===== src/rtl/mdio_mgmt_pkg.sv =====
package mdio_mgmt_pkg;

    localparam int unsigned CMD_W        = 32;
    localparam int unsigned DATA_W       = 16;
    localparam int unsigned TA_W         = 2;
    localparam int unsigned REG_AW       = 5;
    localparam int unsigned PHY_AW       = 5;
    localparam int unsigned OP_W         = 2;
    localparam int unsigned PREAMBLE_LEN = 32;
    localparam int unsigned DIV_SEL_W    = 2;
    localparam int unsigned MIN_DIV_LOG2 = 3;

    localparam int unsigned OP_LSB     = DATA_W + TA_W + REG_AW + PHY_AW;
    localparam int unsigned FRAME_BITS = PREAMBLE_LEN + CMD_W;
    localparam int unsigned IDX_W      = $clog2(FRAME_BITS);
    localparam int unsigned POS_W      = $clog2(CMD_W);
    localparam int unsigned DIV_CNT_W  = MIN_DIV_LOG2 + (1 << DIV_SEL_W) - 1;

    localparam logic [OP_W-1:0] OP_READ = 2'b10;

    // What the serializer does in one bit time.
    typedef struct packed {
        logic             in_word;   // past the preamble
        logic             drive;     // MDIO driven by this block
        logic             capture;   // sample the PHY into the word
        logic [POS_W-1:0] pos;       // word bit carried by this bit time
    } bit_plan_t;

    function automatic logic [DIV_CNT_W-1:0] div_last(input logic [DIV_SEL_W-1:0] sel);
        int unsigned full;
        full = 1 << (MIN_DIV_LOG2 + int'(sel));
        return DIV_CNT_W'(full - 1);
    endfunction

    function automatic logic [DIV_CNT_W-1:0] half_last(input logic [DIV_SEL_W-1:0] sel);
        int unsigned full;
        full = 1 << (MIN_DIV_LOG2 + int'(sel));
        return DIV_CNT_W'(full / 2 - 1);
    endfunction

    function automatic logic is_read_cmd(input logic [CMD_W-1:0] w);
        return w[OP_LSB +: OP_W] == OP_READ;
    endfunction

endpackage


===== src/rtl/mdio_mdc_gen.sv =====
module mdio_mdc_gen
    import mdio_mgmt_pkg::*;
(
    input  logic                 clk,
    input  logic                 rst,
    input  logic                 run,
    input  logic                 start,
    input  logic [DIV_SEL_W-1:0] div_sel,
    output logic                 mdc,
    output logic                 rise_stb,
    output logic                 end_stb
);
    logic [DIV_SEL_W-1:0] sel_q;
    logic [DIV_CNT_W-1:0] cnt;

    // The ratio is frozen for the whole frame.
    always_ff @(posedge clk) begin
        if (rst)        sel_q <= '0;
        else if (start) sel_q <= div_sel;
    end

    assign rise_stb = run && (cnt == half_last(sel_q));
    assign end_stb  = run && (cnt == div_last(sel_q));

    always_ff @(posedge clk) begin
        if (rst || !run) begin
            cnt <= '0;
            mdc <= 1'b0;
        end else if (end_stb) begin
            cnt <= '0;
            mdc <= 1'b0;
        end else begin
            cnt <= cnt + 1'b1;
            if (rise_stb) mdc <= 1'b1;
        end
    end
endmodule


===== src/rtl/mdio_bit_map.sv =====
module mdio_bit_map
    import mdio_mgmt_pkg::*;
(
    input  logic [IDX_W-1:0] bit_idx,
    input  logic             rd,
    output bit_plan_t        plan
);
    localparam logic [IDX_W-1:0] LAST_IDX     = IDX_W'(FRAME_BITS - 1);
    localparam logic [IDX_W-1:0] FIRST_WORD   = IDX_W'(PREAMBLE_LEN);
    localparam logic [POS_W-1:0] RELEASE_TOP  = POS_W'(DATA_W + TA_W - 1);
    localparam logic [POS_W-1:0] CAPTURE_TOP  = POS_W'(DATA_W - 1);

    logic [IDX_W-1:0] rel;
    logic             released;

    assign rel      = LAST_IDX - bit_idx;
    assign released = rd && plan.in_word && (plan.pos <= RELEASE_TOP);

    always_comb begin
        plan.in_word = bit_idx >= FIRST_WORD;
        plan.pos     = rel[POS_W-1:0];
        plan.drive   = !released;
        plan.capture = rd && plan.in_word && (plan.pos <= CAPTURE_TOP);
    end
endmodule


===== src/rtl/mdio_frame_seq.sv =====
module mdio_frame_seq
    import mdio_mgmt_pkg::*;
(
    input  logic             clk,
    input  logic             rst,
    input  logic             port_en,
    input  logic             cmd_wr,
    input  logic [CMD_W-1:0] cmd_wdata,
    input  logic             rise_stb,
    input  logic             end_stb,
    input  logic             mdio_s,
    output logic             busy,
    output logic             start,
    output logic [CMD_W-1:0] word,
    output logic             mdio_o,
    output logic             mdio_oe
);
    localparam logic [IDX_W-1:0] LAST_IDX = IDX_W'(FRAME_BITS - 1);

    logic [IDX_W-1:0] bit_idx;
    logic             rd;
    bit_plan_t        plan;

    mdio_bit_map u_map (
        .bit_idx (bit_idx),
        .rd      (rd),
        .plan    (plan)
    );

    assign start = cmd_wr && port_en && !busy;

    always_ff @(posedge clk) begin
        if (rst) begin
            busy    <= 1'b0;
            rd      <= 1'b0;
            bit_idx <= '0;
            word    <= '0;
        end else if (!port_en) begin
            busy    <= 1'b0;
            bit_idx <= '0;
        end else if (start) begin
            busy    <= 1'b1;
            rd      <= is_read_cmd(cmd_wdata);
            bit_idx <= '0;
            word    <= cmd_wdata;
        end else if (busy) begin
            if (rise_stb && plan.capture) word[plan.pos] <= mdio_s;
            if (end_stb) begin
                if (bit_idx == LAST_IDX) busy <= 1'b0;
                else                     bit_idx <= bit_idx + 1'b1;
            end
        end
    end

    // Released bits show 1 so that read capture never moves mdio_o.
    always_comb begin
        mdio_oe = busy && plan.drive;
        if (!busy || !plan.in_word || !plan.drive) mdio_o = 1'b1;
        else                                       mdio_o = word[plan.pos];
    end
endmodule


===== src/rtl/mdio_mgmt_ctrl.sv =====
module mdio_mgmt_ctrl
    import mdio_mgmt_pkg::*;
#(
    parameter int unsigned SYNC_STAGES = 2
) (
    input  logic                 clk,
    input  logic                 rst,
    input  logic                 port_en,
    input  logic [DIV_SEL_W-1:0] div_sel,
    input  logic                 cmd_wr,
    input  logic [CMD_W-1:0]     cmd_wdata,
    output logic [CMD_W-1:0]     mgmt_word,
    output logic                 idle,
    output logic                 mdc,
    output logic                 mdio_o,
    output logic                 mdio_oe,
    input  logic                 mdio_i
);
    logic busy, start, run, rise_stb, end_stb, mdio_s;
    logic sync_q [SYNC_STAGES];

    genvar gi;
    generate
        for (gi = 0; gi < SYNC_STAGES; gi++) begin : g_sync
            always_ff @(posedge clk) begin
                if (rst)          sync_q[gi] <= 1'b1;
                else if (gi == 0) sync_q[gi] <= mdio_i;
                else              sync_q[gi] <= sync_q[(gi == 0) ? 0 : gi - 1];
            end
        end
    endgenerate
    assign mdio_s = sync_q[SYNC_STAGES-1];

    assign run  = busy && port_en;
    assign idle = !busy;

    mdio_mdc_gen u_mdc (
        .clk      (clk),
        .rst      (rst),
        .run      (run),
        .start    (start),
        .div_sel  (div_sel),
        .mdc      (mdc),
        .rise_stb (rise_stb),
        .end_stb  (end_stb)
    );

    mdio_frame_seq u_seq (
        .clk       (clk),
        .rst       (rst),
        .port_en   (port_en),
        .cmd_wr    (cmd_wr),
        .cmd_wdata (cmd_wdata),
        .rise_stb  (rise_stb),
        .end_stb   (end_stb),
        .mdio_s    (mdio_s),
        .busy      (busy),
        .start     (start),
        .word      (mgmt_word),
        .mdio_o    (mdio_o),
        .mdio_oe   (mdio_oe)
    );
endmodule


===== config.mk =====
export PLATFORM = sky130hd
export DESIGN_NAME = mdio_mgmt_ctrl
export DESIGN_NICKNAME = d
export VERILOG_FILES = /design/src/rtl/mdio_mgmt_pkg.sv /design/src/rtl/mdio_mdc_gen.sv /design/src/rtl/mdio_bit_map.sv /design/src/rtl/mdio_frame_seq.sv /design/src/rtl/mdio_mgmt_ctrl.sv
export SDC_FILE = /design/constraint.sdc
export NUM_CORES = 1
export LEC_CHECK = 0
export CAP_MARGIN = 15
export CELL_PAD_IN_SITES_DETAIL_PLACEMENT = 1
export CELL_PAD_IN_SITES_GLOBAL_PLACEMENT = 1
export CORE_UTILIZATION = 50
export DETAILED_ROUTE_END_ITERATION = 16
export DONT_BUFFER_PORTS = 1
export GPL_TIMING_DRIVEN = 0
export PLACE_DENSITY = 0.91
export SLEW_MARGIN = 20
export SYNTH_ARGS = -nofsm -noshare
export SYNTH_HDL_FRONTEND = slang
export SYNTH_SLANG_ARGS = --single-unit

===== constraint.sdc =====
create_clock -name clk -period 5.2 [get_ports clk]
set_input_delay 0 -clock clk [delete_from_list [all_inputs] [get_ports clk]]
set_output_delay 0 -clock clk [all_outputs]
set_load 0.05 [all_outputs]

Yosys cells after proc, flatten, opt, wreduce, memory -nomap -nowiden. Memory sizes are Yosys's and may differ from the RTL's. Index checks and enable logic that the tools add are counted. Widths: inputs -> output; s select.

Input bits: 39. Memories kept: 1. Flip-flop bits (word level): 49. Output and inout bits: 36. Logic and storage cells: 72. RAM bits: 2.

Memories: sync_q (words 2, width 1, rd ports 2, clocked after Yosys merged registers in 0, write ports 2, line mdio_mgmt_ctrl.sv:20) `logic sync_q [SYNC_STAGES];`.

Magnitude comparators: 5. Bitwise gates (word level): 4. Add/sub/neg operators: 6. Equality and inequality tests: 4. Reductions and logical operators: 26. Shift-type cells: 1. Muxes and demuxes: 18.

Operator list (number): $mux 32 (3); $bwmux 32 (1); $add 6x1->6 const B (2); $eq 6x6->1 (2); $mux 1 (12); $sub 6x1->6 const B (2); $logic_and 1x1->1 (11); $shl 1x3->7 const A (1); $eq 6x6->1 const B (1); $ge 6x6->1 const B (1); $lt 5x6->1 const B (1); $reduce_and 3->1 (2); $bmux 1 s5 (1); $demux 1 s5 (1); $ge 5x1->1 const B (1); $le 5x4->1 const B (1); $le 5x5->1 const B (1); $sub 5x5->5 const A (1); $logic_not 1->1 (4); $reduce_bool 2->1 (2); $reduce_or 2->1 (2); $add 2x2->3 const A (1); $logic_or 1x1->1 (3); $reduce_or 3->1 (1); 4 further kinds (6).

Longest topological paths before layout. Gate-level depths: netlist of the first run.

Word-level depth: 9. Gate-level depth with buffers: 9. Mapped depth without buffers: 7.

Hierarchy. Synthesis of the first run repeated with hierarchy kept, for this count alone.

Cell total of the unflattened synthesis: 350. Area total of the unflattened synthesis: 2962.8 um2.

Modules (own cells, without submodules): mdio_frame_seq (area an instance 2319.7 um2, times used 1, seq. area each 800.8 um2, cells an instance 274); mdio_mdc_gen (area an instance 538.0 um2, times used 1, seq. area each 180.2 um2, cells an instance 61); mdio_mgmt_ctrl (area an instance 62.6 um2, times used 1, seq. area each 40.0 um2, cells an instance 6); mdio_bit_map (area an instance 42.5 um2, times used 1, seq. area each 0.0 um2, cells an instance 9).

Least setup slack after synthesis of the first run. OpenSTA, ideal clock, no wires.

Kind: register to output. Start point: register u_seq.bit_idx[0]. End point: output port mdio_o. Stages on the path, launching flop included: 10. Arrival: 2360 ps. Required time: 5200 ps. Buffers on the path: 2. Setup slack: 2840 ps. Cell sequence: dfxtp_1 > buf_1 > inv_1 > ha_1 > clkbuf_1 > a21oi_1 > nor2b_1 > o21ai_0 > and3_1 > nand4_1.

RTL lines: from (decl) (line mdio_frame_seq.sv:20) `logic [IDX_W-1:0] bit_idx;`; from (signal assigned) (line mdio_frame_seq.sv:50) `else bit_idx <= bit_idx + 1'b1;`; to (decl) (line mdio_mgmt_ctrl.sv:15) `output logic mdio_o,`.

==> impl_metrics.ini, run 1 <==
[outcome]
status = completed

[setup_path]
critPathBufInv = 3
timing.rr.start = u_seq.bit_idx[0]$_SDFFE_PP0P_
path_cells = buf_1 > inv_1 > ha_1 > clkbuf_1 > a21oi_1 > nor2b_1 > o21ai_0 > and3_1 > nand4_1
worst_ep_arrival_time_ns = 3.72
cpLargestDelayFamily = buffers and inverters
worst_ep_required_time_ns = 5.20
endpoint = mdio_o
path_class = flop to primary output
crit_start = u_seq.bit_idx[0]$_SDFFE_PP0P_
cp_slowest_cell = buf_1
cp-end-kind = primary output
r2r_cells = 7
reg2reg_slack_ns = 2.12
path_depth = 9
worstPathMaxFanout = 10
reg2reg_to = u_seq.word[15]$_SDFFE_PP0P_
cpPeakStageDelay_ns = 0.66
critPathLaunchType = flop

[pwr]
power_leakage_uw = 0.00117
ir_worst_vdd_v = 0.000239
power_density_nw_per_um2 = 249

[final_layout]
fin_nets = 425
area_growth_pct = 22.3
final_cells = 454
drive_gt1_frac = 0.0969
insertedDiodeCount = 0

[min_path]
hold_path_class = input pin to flop
min_from = cmd_wdata[11]
hold_depth = 3

[placed_design]
dp.final_hpwl_mm = 6.51
routabilityCongestion = 0.908
portBuffers = 0
dp_cells = 404

[yosys]
synth.avg_cell_area_um2 = 8.53
ys_ff_latch = 51
ys_dominant_reg_cell = dfxtp_1
synth.distinct_cells = 50
synth_edf_count = 0
yosysWarnings = 0
synth_area_um2 = 2830
synthCells = 332
synth_fp_nets = 376
yosysSeqAreaShare = 0.361
synthArstFlopShare = 0

[timing]
clock_skew_ns = 0.0113
min_period_ns = 3.72
relSlewSlack = 0.444
fin_crit_sh = 0.715
final_max_slew_viol_count = 0
worst_pin_slew_ns = 0.834
setup_viol = 0
finalHoldViolations = 0
fin_setup_tns_ns = 0
max_freq_mhz = 269
grt_setup_unrepaired = false

[clock_network]
path_clk_slew_ns = 0.11
cts_tree = built
htreeDepth = 2
cts_buffers = 5
clock_sinks = 51
root_buffer = clkbuf_8
clkLatencyLatePin_ns = 0.32
clock_path_buffers = 2
post_cts_resize_count = 0

[die]
core_um2 = 5470
rows = 27
die-area_um2 = 5970
initial_utilization = 0.517
fp.dieH_um = 77.3
die_x_um = 77.3
num_io_pins = 75

[global_route]
first_global_vias = 3199
antenna_found_initial = 0
grt_max_degree = 17
grt_pass1_wl_mm = 17.2
track_usage = 0.379
grt-ovfl-total = 0

[flow_run]
drv_cap = 0

[route]
drt_iter0_drc = 212
avgRoutedWirePerCell_um = 24.3
viasPerCell = 6.81
drcViolationCount = 0
vias = 3092
wirelength_mm = 11.0
firstDrtPassIters = 6
ant_nets = 0
## worst register-to-register path, cell delays in order, from the launching register on
cell,delay (ns)
dfxtp_1,0.59
buf_1,0.66
inv_1,0.31
ha_1,0.39
nand4b_1,0.14
nor4_1,0.07
o41ai_1,0.27
dlygate4sd3_1,0.58
## synthesized netlist by cell type, types with 3 or more instances
cell type,n,share of area
a211oi_1,7,0.019
a21oi_1,32,0.057
a22o_1,3,0.0093
a311oi_1,7,0.022
a31oi_1,6,0.013
and3_1,8,0.018
buf_1,3,0.0040
buf_6,7,0.028
clkbuf_1,16,0.021
dfxtp_1,51,0.36
ha_1,5,0.022
inv_1,7,0.0093
mux2_2,6,0.024
mux2i_1,8,0.028
mux4_2,7,0.056
nand2_1,48,0.064
nand3_1,13,0.023
nand4_1,6,0.013
nor2_1,21,0.028
nor2b_1,7,0.015
nor3_1,4,0.0071
nor4_1,4,0.0088
o21ai_0,7,0.012
o21bai_1,3,0.0080
o31ai_1,6,0.016
or3_1,4,0.0088
xnor2_1,3,0.0093
## metal layers
metal / wire (µm) / part of all wire / global-route usage / vias up
met5: 0 / 0 / 0 / -
met4: 403 / 0.037 / 0.158 / 0
met3: 874 / 0.079 / 0.102 / 44
met2: 5530 / 0.50 / 0.681 / 203
met1: 4210 / 0.38 / 0.416 / 1540
li1: - / - / - / 1305
## metrics by stage
step | setup slack (ns) | hold slack, ns | area, µm² | utilization | power, µW
6_report | 1.48 | 0.00475 | 3460 | 0.633 | 864
5_1_grt | 1.40 | 0.0265 | 3460 | 0.633 | 882
4_1_cts | 1.65 | 0.00387 | 3460 | 0.633 | 849
3_5_place_dp | 2.04 | 0.113 | 2920 | 0.534 | 530
3_3_place_gp | 2.19 | 0.108 | 2920 | 0.534 | 525
2_1_floorplan | 2.84 | 0.104 | 2830 | - | 510
## cell type report
class | instances | area (µm²)
plain buffers | 28 | 165
multi-input cells | 246 | 1620
fillers | 650 | 2010
inverters | 7 | 26.3
flip-flops and latches | 51 | 1020
clock buffers | 6 | 82.6
repair buffers | 42 | 420
well taps | 72 | 90.1
clock inverters | 2 | 38.8
## how the worst min path moves through the flow
stage / to / slack, ns
after floorplan: sync_q[0]$_DFF_P_ / 0.10
after global placement: sync_q[0]$_DFF_P_ / 0.11
after detailed placement: sync_q[0]$_DFF_P_ / 0.11
after CTS: u_seq.word[11]$_SDFFE_PP0P_ / 0.004
after global routing: u_seq.word[11]$_SDFFE_PP0P_ / 0.03
final: u_seq.word[11]$_SDFFE_PP0P_ / 0.005
## cells in the final DEF, fill, tap and decap left out, types with 3 or more instances in the layout
cell type,Yosys,layout
dlygate4sd3_1,0,42
a311oi_1,7,7
nand4_1,6,6
mux2i_1,8,8
mux4_2,7,7
dfxtp_1,51,51
clkbuf_8,0,6
inv_1,7,7
o21ai_0,7,7
or3_1,4,4
o21bai_1,3,3
nand2_1,48,48
a22o_1,3,3
clkbuf_1,16,16
mux2_2,6,6
nor2b_1,7,7
xnor2_1,3,3
a31oi_1,6,6
ha_1,5,5
nor3_1,4,4
nor4_1,4,4
a21oi_1,32,32
buf_6,7,7
a211oi_1,7,7
and3_1,8,8
nor2_1,21,21
nand3_1,13,13
o31ai_1,6,6
buf_1,3,3
## registers in the layout (all words and copies together) (netlist names)
signal         flops
sync_q             2
u_mdc.cnt          6
u_mdc.mdc          1
u_mdc.sel_q        2
u_seq.bit_idx      6
u_seq.busy         1
u_seq.rd           1
u_seq.word        32
## cell families after synthesis
kind of cell,synth area share
buffers and inverters,0.0676
and+or+nand+nor,0.233
DFF,0.361
muxes,0.108
adders and majority gates,0.0221
AOI/OAI and AO/OA,0.194
xor gates and xnor gates,0.0155
## timing repair
item                                    4_1_cts  5_1_grt
endpoints found under the setup margin        0        0
hold buffers                                 42        0
endpoints found under the hold margin        36        0
buffers inserted                              0        0
## power breakdown
| part | switching [µW] | leakage, µW | total (µW) | internal, µW |
|---|---|---|---|---|
| Sequential | 53.1 | 0.000415 | 457 | 404 |
| Combinational | 50.7 | 0.000693 | 98.1 | 47.3 |
| Clock | 150 | 0.0000618 | 309 | 159 |
| Total | 254 | 0.00117 | 864 | 610 |
Note: power is estimated with default switching activity, not from simulation.
==> run 2, diff against run 1 <==
Settings changed: ABC_AREA set to 1, CORE_UTILIZATION 50 to 43, PLACE_DENSITY 0.91 to 0.86.
Clock period 5.2 ns to 3.61 ns, I/O delays scaled along.
==> run 2 against run 1 <==
Effect of this change:
- die area grew 25%
- combinational power rose by 44%
- sequential cell count unchanged
- core utilization shrank 10 points
- synthesized area rose by 7.7%
- worst hold slack gained 0.0078 ns
- wire length fell by 7.7%
- synthesized cell count up 46%
- sequential power increased by 36%
- first-iteration DRC count shrank 55%
- via count up 9.6%
- global-route usage fell by 9.2 points
- critical path type unchanged
- highest routed layer unchanged
==> impl_metrics.ini, run 2 <==
[yosys]
synth_common_cells = 116 x nand2_1, 68 x nor2_1, 59 x inv_1
synth.distinct_cells = 29
synth_area_um2 = 3050
yosysWarnings = 0
yosys.area.top_type_share = 0.335
synthArstFlopShare = 0
synth_fp_nets = 528
yosysMostFrequentCell = nand2_1
synth_edf_count = 0
ys_top_cells_by_area = dfxtp_1 33%, nand2_1 14%, nor2_1 8.4%
ys_ff_latch = 51
synthCells = 484
synth.avg_cell_area_um2 = 6.30
yosysSeqAreaShare = 0.335
yosysTopAreaCell = dfxtp_1
ys_dominant_reg_cell = dfxtp_1

[pwr]
power_leakage_uw = 0.00145
fin_total_pwr_uw = 1110
power_density_nw_per_um2 = 308
ir_worst_vdd_v = 0.000168

[global_route]
track_usage = 0.287
grt-ovfl-total = 0
grt_max_degree = 17
grt_pass1_wl_mm = 16.7
use_met2 = 0.522
met1_usage = 0.338
first_global_vias = 3557
antenna_found_initial = 0
busiest_layer = met2
met3_usage = 0.0486

[die]
initial_utilization = 0.446
core_um2 = 6830
die-area_um2 = 7430
die_x_um = 86.2
num_io_pins = 75
rows = 30
fp.dieH_um = 86.2

[placed_design]
dp.final_hpwl_mm = 7.23
routabilityCongestion = 0.893
portBuffers = 0

[setup_path]
path_class = flop to primary output
reg2reg_slack_ns = 1.22
crit_start = u_seq.bit_idx[0]$_SDFFE_PP0P_
critPathLaunchType = flop
r2r_cells = 13
worstPathMaxFanout = 11
worst_ep_required_time_ns = 3.61
reg2reg_to = u_seq.word[10]$_SDFFE_PP0P_
timing.rr.start = u_seq.bit_idx[0]$_SDFFE_PP0P_
endpoint = mdio_o
worst_ep_arrival_time_ns = 2.72
cp-end-kind = primary output

[timing]
finalHoldViolations = 0
clock_skew_ns = 0.0125
setup_viol = 0
grt_setup_unrepaired = false
worst_pin_slew_ns = 0.614
final_max_slew_viol_count = 0
fin_setup_tns_ns = 0
fin_crit_sh = 0.752
min_period_ns = 2.72
relSlewSlack = 0.591
max_freq_mhz = 368

[flow_run]
drv_cap = 0

[final_layout]
area_growth_pct = 18.7
top_register = u_seq.word
largest_reg_flops = 32
fin_nets = 571
largest_registers = u_seq.word (32), u_mdc.cnt (6), u_seq.bit_idx (6)
insertedDiodeCount = 0
mostFrequentLayoutCell = nand2_1
drive_gt1_frac = 0.0701
layout_common_cells = 116 x nand2_1, 68 x nor2_1, 59 x inv_1, 51 x dfxtp_1, 39 x o21ai_0

[clock_network]
root_buffer = clkbuf_8
cts_tree = built
clock_sinks = 51
clock_path_buffers = 2
path_clk_slew_ns = 0.10
clkLatencyLatePin_ns = 0.32
htreeDepth = 2
cts_buffers = 5

[outcome]
status = completed

[route]
vias = 3390
drcViolationCount = 0
ant_nets = 0
viasPerCell = 5.43
wirelength_mm = 10.2
firstDrtPassIters = 4
drt_iter0_drc = 95
avgRoutedWirePerCell_um = 16.3

[min_path]
hold_path_class = input pin to flop
[run 2: cell type report]
cell class | count | area [µm²]
buffer | 23 | 131
clock buffer | 6 | 72.6
clock inverter | 2 | 16.3
fill | 954 | 3210
inverter | 65 | 244
multi-input combinational | 345 | 1650
sequential | 51 | 1020
tap | 96 | 120
timing repair buffer | 36 | 360
[run 2: how the worst min path moves through the flow]
stage,from,end,slack [ns],cells past startpoint
6_report,cmd_wdata[2],u_seq.word[2]$_SDFFE_PP0P_,0.01,4
5_1_grt,cmd_wr,u_seq.word[29]$_SDFFE_PP0P_,0.03,4
4_1_cts,cmd_wdata[2],u_seq.word[2]$_SDFFE_PP0P_,0.001,4
3_5_place_dp,mdio_i,sync_q[0]$_DFF_P_,0.11,1
3_3_place_gp,mdio_i,sync_q[0]$_DFF_P_,0.11,1
2_1_floorplan,mdio_i,sync_q[0]$_DFF_P_,0.10,1
[run 2: metrics by stage]
step / area [µm²] / hold slack (ns) / instances / worst slack (ns) / util
after floorplan: 3050 / 0.104 / 484 / 1.80 / -
after global placement: 3170 / 0.105 / 580 / 1.29 / 0.464
after detailed placement: 3170 / 0.111 / 580 / 1.26 / 0.464
after CTS: 3620 / 0.000952 / 624 / 0.931 / 0.530
after global routing: 3620 / 0.0291 / 624 / 0.672 / 0.530
final: 3620 / 0.0125 / 624 / 0.894 / 0.530
[run 2: timing repair]
item,CTS,global route
buffers inserted,0,0
resized for setup,0,0
endpoints found under the setup margin,0,0
hold endpoints to repair,37,0
hold buffers,36,0
[run 2: per-layer routing]
layer | up-vias | wire, µm
met5 | - | 0
met4 | 0 | 192
met3 | 22 | 590
met2 | 137 | 5010
met1 | 1584 | 4370
li1 | 1647 | -
[run 2: critical path, stage by stage, from the launching register on]
cell and delay, ns:
dfxtp_1 0.34, buf_2 0.20, inv_1 0.09, clkbuf_1 0.48, ha_1 0.25, inv_1 0.17
o211ai_1 0.22, nand2_1 0.07, nand2_1 0.12, nor2_1 0.06, nand2_1 0.39
[run 2: kinds of logic (layout without fill, tap and decap cells)]
group	Yosys count	in the layout	share of synthesized area
DFF	51	51	0.335
adders and majority gates	5	5	0.0205
xor gates and xnor gates	4	4	0.0115
AOI/OAI and AO/OA	97	97	0.178
and+or+nand+nor	239	239	0.332
buffers and inverters	88	132	0.123
[run 2: power breakdown]
group	internal (µW)	leakage [µW]	switching, µW
combinational	58.3	0.000997	82.6
clock	140	0.0000418	213
sequential	575	0.000414	45.1
total	774	0.00145	341
==> run 3, diff against run 2 <==
Settings changed: CORE_UTILIZATION 43 to 39, PLACE_DENSITY 0.86 to 0.82.
Clock period 3.61 ns to 2.3 ns, I/O delays scaled along.
==> run 3 against run 2 <==
Effect of this change:
- register-to-register slack worse by 0.94 ns
- final cell count stayed put
- critical path type unchanged
- sequential share of layout area hardly changed
- die area is 10% higher
==> impl_metrics.ini, run 3 (synthesized netlist as in run 2, its figures left out) <==
[outcome]
status = completed

[pwr]
ir_worst_vdd_v = 0.000246
power_leakage_uw = 0.00146
fin_total_pwr_uw = 1750
power_density_nw_per_um2 = 482

[placed_design]
dp.final_hpwl_mm = 7.20
pre_cts_ws_ns = -0.0564
routabilityCongestion = 0.880
portBuffers = 0
dp_cells = 583

[route]
wirelength_mm = 9.95
firstDrtPassIters = 4
viasPerCell = 5.25
vias = 3276
avgRoutedWirePerCell_um = 15.9
drcViolationCount = 0
drt_iter0_drc = 156
ant_nets = 0

[clock_network]
clkLatencyLatePin_ns = 0.32
htreeDepth = 2
clock_path_buffers = 2
clock_sinks = 51
path_clk_slew_ns = 0.10
root_buffer = clkbuf_8
cts_tree = built
cts_buffers = 5

[final_layout]
area_growth_pct = 18.7
drive_gt1_frac = 0.0838
multi_input_area_um2 = 1660
largest_reg_flops = 32
largest_registers = u_seq.word (32), u_mdc.cnt (6), u_seq.bit_idx (6)
insertedDiodeCount = 0
final_cells = 624
layout_common_cells = 115 x nand2_1, 67 x nor2_1, 57 x inv_1, 51 x dfxtp_1, 39 x o21ai_0
fin_nets = 568
top_register = u_seq.word
seq_area_um2 = 1020
mostFrequentLayoutCell = nand2_1
nFillCells = 1027

[setup_path]
crit_start = u_seq.bit_idx[0]$_SDFFE_PP0P_
path_class = flop to primary output
critPathLaunchType = flop
cpLargestDelayFamily = buffers and inverters
r2r_cells = 13
reg2reg_to = u_seq.word[15]$_SDFFE_PP0P_
cp_slowest_cell = dfxtp_1
worst_ep_arrival_time_ns = 2.14
path_cells = buf_4 > inv_1 > clkbuf_4 > ha_1 > inv_4 > o211ai_1 > nand2_1 > nand2_1 > nor2_2 > nand2_4
worstPathMaxFanout = 11
cp-end-kind = primary output
worst_ep_required_time_ns = 2.30
critPathBufInv = 4
critPathMostFrequentCell = nand2_1
cpPeakStageDelay_ns = 0.38
reg2reg_slack_ns = 0.28
timing.rr.start = u_seq.bit_idx[0]$_SDFFE_PP0P_

[flow_run]
drv_cap = 0

[min_path]
min_to = u_seq.word[5]$_SDFFE_PP0P_
hold_path_class = input pin to flop
min_from = cmd_wdata[5]
hold_depth = 4

[die]
die-area_um2 = 8180
num_io_pins = 75
die_x_um = 90.4
core_um2 = 7410
rows = 31
initial_utilization = 0.412
fp.dieH_um = 90.4

[timing]
whs_ns = 0.00129
min_period_ns = 2.14
clock_skew_ns = 0.0101
max_freq_mhz = 466
relSlewSlack = 0.599
finalHoldViolations = 0
setup_viol = 0
fin_ws_ns = 0.155
grt_setup_unrepaired = false
final_max_slew_viol_count = 0
fin_crit_sh = 0.932
worst_pin_slew_ns = 0.599

[global_route]
track_usage = 0.253
grt_pass1_wl_mm = 16.9
grt-ovfl-total = 0
grt_max_degree = 18
first_global_vias = 3445
antenna_found_initial = 0
## run 3: cell types whose count changed in the layout (fill, tap and decap cells not counted), sizes merged
cell         change
inv              +1
clkbuf           -1
dlygate4sd3      -3
## run 3: report_power, final
part | switching [µW] | internal (µW)
combinational | 126 | 88.3
clock | 336 | 221
sequential | 71.1 | 903
## run 3: metrics by stage
step	TNS (ns)	utilization	area, µm²
5_1_grt	0	0.489	3620
4_1_cts	0	0.487	3610
2_1_floorplan	0	-	3050
6_report	0	0.489	3620
3_3_place_gp	-0.0326	0.428	3170
3_5_place_dp	-0.318	0.428	3170
## run 3: how the worst max path moves through the flow
stage	to	slack [ns]	cells past startpoint
final	mdio_o	0.16	10
after global placement	mdio_o	-0.02	10
after CTS	mdio_o	0.008	10
after global routing	mdio_o	0.01	10
after detailed placement	u_seq.word[15]$_SDFFE_PP0P_	-0.06	13
after floorplan	u_seq.word[9]$_SDFFE_PP0P_	0.49	13
## run 3: worst reg2reg max path: stages, from the launching register on
cell and delay, ns:
dfxtp_1 0.38, buf_4 0.20, inv_1 0.06, clkbuf_4 0.20
ha_1 0.25, nand3_1 0.11, nand2_1 0.10, a21oi_2 0.18
nor2_4 0.07, buf_6 0.14, nand3_1 0.10, nand2_1 0.06
inv_1 0.05, nor2_1 0.04
## run 3: timing repair
item	4_1_cts	5_1_grt
setup endpoints to repair	17	4
pin swaps	0	1
gates resized for setup	6	6
buffers inserted	0	0
endpoints found under the hold margin	34	0
hold buffers	33	0
## run 3: final cells by class
type | instances | area share
Clock buffer | 5 | 0.0190
Timing Repair Buffer | 33 | 0.0913
Inverter | 65 | 0.0698
Clock inverter | 3 | 0.00622
Buffer | 23 | 0.0380
Sequential cell | 51 | 0.282
Tap cell | 99 | 0.0342
Multi-Input combinational cell | 345 | 0.459
## run 3: routing by layer
metal / up-vias / global-route usage / share of wire
li1: 1640 / - / -
met1: 1533 / 0.323 / 0.45
met2: 96 / 0.443 / 0.49
met3: 7 / 0.0370 / 0.054
met4: 0 / 0.0685 / 0.0087
met5: - / 0 / 0
